File: src/rtl/mdio_pkg.sv
package mdio_pkg;
  // Fixed fields of a clause-22 management frame
  localparam logic [1:0] START_PAT = 2'b01;
  localparam logic [1:0] OP_READ   = 2'b10;
  localparam logic [1:0] OP_WRITE  = 2'b01;
  localparam logic [1:0] TA_WRITE  = 2'b10;
endpackage

File: src/rtl/mdio_clkgen.sv
module mdio_clkgen #(
  parameter int HALF_DIV = 4
) (
  input  logic clk,
  input  logic rst,
  input  logic run,
  output logic mdc,
  output logic rise,
  output logic cyc_end
);
  localparam int CW = (HALF_DIV > 1) ? $clog2(HALF_DIV) : 1;

  logic [CW-1:0] cnt;
  logic          last;

  assign last = (cnt == CW'(HALF_DIV - 1));

  always_ff @(posedge clk) begin
    if (rst || !run) begin
      cnt <= '0;
      mdc <= 1'b0;
    end else if (last) begin
      cnt <= '0;
      mdc <= ~mdc;
    end else begin
      cnt <= cnt + CW'(1);
    end
  end

  // rise: edge where MDC goes high; cyc_end: edge where MDC goes low
  assign rise    = run && last && !mdc;
  assign cyc_end = run && last && mdc;
endmodule

File: src/rtl/mdio_tx_shift.sv
module mdio_tx_shift #(
  parameter int W = 64
) (
  input  logic         clk,
  input  logic         rst,
  input  logic         load,
  input  logic [W-1:0] load_val,
  input  logic         shift,
  output logic         bit_out
);
  logic [W-1:0] sr;

  always_ff @(posedge clk) begin
    if (rst)        sr <= '0;
    else if (load)  sr <= load_val;
    else if (shift) sr <= {sr[W-2:0], 1'b1};
  end

  assign bit_out = sr[W-1];
endmodule

File: src/rtl/mdio_rx_capture.sv
module mdio_rx_capture #(
  parameter int DW = 16
) (
  input  logic          clk,
  input  logic          rst,
  input  logic          clear,
  input  logic          sample,
  input  logic          bit_in,
  output logic [DW-1:0] word
);
  always_ff @(posedge clk) begin
    if (rst || clear) word <= '0;
    else if (sample)  word <= {word[DW-2:0], bit_in};
  end
endmodule

File: src/rtl/mdio_master.sv
module mdio_master #(
  parameter int HALF_DIV    = 4,
  parameter int PRE_LEN     = 32,
  parameter int AW          = 5,
  parameter int DW          = 16,
  parameter int RECOVER_LEN = 32
) (
  input  logic          clk,
  input  logic          rst,
  input  logic          start,
  input  logic          rd_nwr,
  input  logic [AW-1:0] phy_addr,
  input  logic [AW-1:0] reg_addr,
  input  logic [DW-1:0] wr_data,
  input  logic          mdio_i,
  output logic          busy,
  output logic          done,
  output logic [DW-1:0] rd_data,
  output logic          absent_err,
  output logic          mdc,
  output logic          mdio_o,
  output logic          mdio_oe
);
  import mdio_pkg::*;

  localparam int HDR_CYC     = PRE_LEN + 4 + 2 * AW;
  localparam int TA_CYC      = HDR_CYC;
  localparam int WR_DRIVE    = HDR_CYC + 2 + DW;
  localparam int WR_LAST     = WR_DRIVE + 1;
  localparam int RD_OK_LAST  = HDR_CYC + 1 + DW + 2;
  localparam int RD_ABS_LAST = HDR_CYC + 1 + RECOVER_LEN;
  localparam int MAX_A       = (WR_LAST > RD_OK_LAST) ? WR_LAST : RD_OK_LAST;
  localparam int MAX_LAST    = (MAX_A > RD_ABS_LAST) ? MAX_A : RD_ABS_LAST;
  localparam int CYC_W       = $clog2(MAX_LAST + 1);
  localparam int TXW         = HDR_CYC + 2 + DW;

  logic             active, is_rd, absent;
  logic [CYC_W-1:0] cyc, cyc_nxt, drive_len, last_len;
  logic             rise, cyc_end, accept, rx_sample;
  logic [TXW-1:0]   tx_frame;
  logic [DW-1:0]    rx_word;

  assign accept  = start && !active;
  assign cyc_nxt = cyc + CYC_W'(1);

  assign drive_len = is_rd ? CYC_W'(HDR_CYC) : CYC_W'(WR_DRIVE);
  assign last_len  = !is_rd ? CYC_W'(WR_LAST)
                   : (absent ? CYC_W'(RD_ABS_LAST) : CYC_W'(RD_OK_LAST));

  assign tx_frame = {{PRE_LEN{1'b1}}, START_PAT, (rd_nwr ? OP_READ : OP_WRITE),
                     phy_addr, reg_addr, TA_WRITE, wr_data};

  assign rx_sample = active && rise && is_rd && !absent &&
                     (cyc > CYC_W'(TA_CYC)) && (cyc <= CYC_W'(TA_CYC + DW));

  mdio_clkgen #(.HALF_DIV(HALF_DIV)) u_clk (
    .clk(clk), .rst(rst), .run(active),
    .mdc(mdc), .rise(rise), .cyc_end(cyc_end)
  );

  mdio_tx_shift #(.W(TXW)) u_tx (
    .clk(clk), .rst(rst), .load(accept), .load_val(tx_frame),
    .shift(active && cyc_end), .bit_out(mdio_o)
  );

  mdio_rx_capture #(.DW(DW)) u_rx (
    .clk(clk), .rst(rst), .clear(accept), .sample(rx_sample),
    .bit_in(mdio_i), .word(rx_word)
  );

  always_ff @(posedge clk) begin
    if (rst) begin
      active     <= 1'b0;
      is_rd      <= 1'b0;
      absent     <= 1'b0;
      cyc        <= '0;
      mdio_oe    <= 1'b0;
      done       <= 1'b0;
      rd_data    <= '0;
      absent_err <= 1'b0;
    end else begin
      done <= 1'b0;
      if (!active) begin
        if (start) begin
          active  <= 1'b1;
          is_rd   <= rd_nwr;
          absent  <= 1'b0;
          cyc     <= '0;
          mdio_oe <= 1'b1;
        end
      end else begin
        if (rise && is_rd && (cyc == CYC_W'(TA_CYC)) && mdio_i)
          absent <= 1'b1;
        if (cyc_end) begin
          cyc <= cyc_nxt;
          if (cyc_nxt == drive_len)
            mdio_oe <= 1'b0;
          if (cyc_nxt == last_len) begin
            active     <= 1'b0;
            done       <= 1'b1;
            absent_err <= is_rd && absent;
            if (is_rd)
              rd_data <= absent ? {DW{1'b1}} : rx_word;
          end
        end
      end
    end
  end

  assign busy = active;
endmodule

File: config.mk
export PLATFORM = sky130hd
export DESIGN_NAME = mdio_master
export DESIGN_NICKNAME = d
export VERILOG_FILES = /design/src/rtl/mdio_pkg.sv /design/src/rtl/mdio_clkgen.sv /design/src/rtl/mdio_tx_shift.sv /design/src/rtl/mdio_rx_capture.sv /design/src/rtl/mdio_master.sv
export SDC_FILE = /design/constraint.sdc
export NUM_CORES = 1
export LEC_CHECK = 0
export ABC_AREA = 1
export CAP_MARGIN = 20
export CORE_UTILIZATION = 50
export CTS_BUF_LIST = sky130_fd_sc_hd__clkbuf_8 sky130_fd_sc_hd__clkbuf_16
export DETAILED_ROUTE_END_ITERATION = 10
export HOLD_SLACK_MARGIN = 0.03
export PLACE_DENSITY = 0.83
export SYNTH_ARGS = -nofsm -noshare
export SYNTH_HDL_FRONTEND = slang
export SYNTH_SLANG_ARGS = --single-unit
File: constraint.sdc
create_clock -name clk -period 3.1 [get_ports clk]
set_clock_uncertainty 0.1 [all_clocks]
set_input_delay 0.62 -clock clk [delete_from_list [all_inputs] [get_ports clk]]
set_output_delay 0.62 -clock clk [all_outputs]
set_load 0.05 [all_outputs]
==> run summary <==
min cycle time layout: 2.29 ns
post-synth cell types: 34
gr ovfl total: 0
Peak supply drop: 244 µV
pre-CTS WS: 0.442 ns
post-CTS resize count: 0
most frequent cells in the layout: dfxtp_1, nand2_1, nor2_1
clock transition at the registers of the reported paths: 0.11 ns
YS warnings: 0
Clock Latency Late Sink: 0.38 ns
failing checks: DRC
CTS Hold Bufs: 0
Syn Area/Cell: 7.95 µm²
row count: 34
pwr dens: 496 nW/µm²
Worst path max stage delay: 0.84 ns
IO Count: 53
Core Region: 8810 µm²
CP Launch Type: flop
die width: 97.8 µm
Hold WC Path Type: flop to flop
CP max FO: 3
Critical-path top delay cell: clkdlybuf4s50_1
worst slew pin tran: 0.880 ns
clk buf depth: 2
Synth async-reset ratio: 0
number of cells after detailed placement: 704
Num CTS Buffers: 9
IO Port Bufs: 52
Finished Layout Cells: 720
number of setup violations in the final report: 0
Post-Synthesis Cells: 577
PnR worst setup slack: 0.808 ns
FMAX: 436 MHz
Final Hold Fails: 0
commonest non-fill, non-tap cell in the layout: dfxtp_1
crit path capture type: primary output
Buf+Inv Stages, Crit Path: 1
worst-path cell chain: clkdlybuf4s50_1
nets: 641
First-pass DRT Iterations: 8
register area share after synthesis: 0.489
wire per inst: 13.4 µm
Residual DRC: 10
final hold slack: 0.335 ns
H-tree lvl count: 3
cell family with most CP delay: buffers and inverters
Placed Area: 5090 µm²
diode count: 0
DIE AREA: 9570 µm²
EDFF count, synth: 0
initial core utilization: 0.521
Synth Register Bits: 112
number of global-route vias before repair: 3638
Iter 0 DRT Violations: 268
CTS root buf: clkbuf_8
ys flop type: dfxtp_1
Area Overhead vs Synth: 15.0%
status: finished with violations
DPL Wire Length: 6440 µm
final WL: 9630 µm
CP Class: flop to primary output
RSZ-0062 raised after global routing: no
Clock Sinks: 112
initial antenna violation count: 0
setup TNS: 0 ns
cell area after synthesis: 4590 µm²
Finished Cell Area: 5280 µm²
CTS tree: built
fin crit share: 0.739
Critical Path AT: 1.57 ns
Power Total: 2.62 mW
first-pass GRT wire length: 16700 µm
max cap viols: 0
RD Place Congestion: 0.872
layout cells sized above 1: 0.0703
total number of vias: 3988
Pins Over Slew Limit: 0
die height: 97.8 µm
postcts setup bufs: 0
syn nets: 611
overall routing resource usage: 0.215
antenna-violating nets left: 0
LEAKAGE: 2.06 nW
Critical Path RT: 2.38 ns
final core occ: 0.599
Via density: 5.54
largest net degree at the start of global routing: 63
slew margin rel.: 0.411
number of fill cells: 754
sequential cells by signal, indices dropped and copies added, names as in the netlist:
signal / count
busy: 1
u_clk.cnt: 2
rd_data: 16
absent_err: 1
u_rx.word: 16
done: 1
is_rd: 1
mdio_oe: 1
cyc: 7
u_tx.sr: 64
u_clk.mdc: 1
absent: 1
cells by family (layout without fill, tap and decap cells):
kind of cell / Yosys count / count (layout) / share of synthesized area
compound gates: 132 / 132 / 0.185
fa+ha+maj: 3 / 3 / 0.00818
simple gates: 228 / 228 / 0.221
buf+inv: 102 / 137 / 0.0973
flops: 112 / 112 / 0.489
synth_stat cells (all sizes together) (6+ instances only):
master | n | share of area
buf | 19 | 0.027
a221oi | 33 | 0.063
o21ai | 22 | 0.024
nand4 | 19 | 0.026
a21oi | 50 | 0.055
a31oi | 6 | 0.0082
inv | 64 | 0.052
nor2 | 77 | 0.070
nand3 | 12 | 0.020
clkbuf | 19 | 0.018
dfxtp | 112 | 0.49
nand2 | 115 | 0.098
a22oi | 18 | 0.029
power by group:
part           total, mW  switching [mW]  internal [mW]
clock network      0.829           0.521          0.308
registers           1.54          0.0280           1.51
logic              0.250           0.146          0.105
total               2.62           0.695           1.92
worst register-to-register path, delay by kind of cell (launching register included):
family / cells / cell delay (ns)
AND/OR/NAND/NOR: 8 / 1.18
flip-flops: 1 / 0.73
buffers and inverters: 1 / 0.11
layer usage:
metal  up-vias  global-route usage  part of all wire
met5         -                   0                 0
met4         0              0.0839             0.017
met3        14              0.0394             0.055
met2       125               0.349              0.48
met1      1851               0.285              0.45
li1       1998                   -                 -
final timing paths:
kind | startpoint | endpoint | slack (ns) | cells after the start
worst max register to register | absent$_SDFFE_PP0P_ | rd_data[4]$_SDFFE_PP0P_ | 0.88 | 9
worst max-delay path | busy$_SDFF_PP0_ | busy | 0.81 | 1
worst min-delay path | u_clk.cnt[0]$_SDFF_PP0_ | u_clk.cnt[0]$_SDFF_PP0_ | 0.33 | 1
worst min register to register | u_clk.cnt[0]$_SDFF_PP0_ | u_clk.cnt[0]$_SDFF_PP0_ | 0.33 | 1
cell type report:
type / instances / area, µm² / share of cell area
Sequential cell: 112 / 2240 / 0.425
Multi-Input combinational cell: 363 / 1910 / 0.362
Timing Repair Buffer: 57 / 566 / 0.107
Inverter: 64 / 240 / 0.0455
Tap cell: 108 / 135 / 0.0256
Clock buffer: 9 / 124 / 0.0235
Clock inverter: 7 / 62.6 / 0.0119
Note: power is estimated with default switching activity, not from simulation.
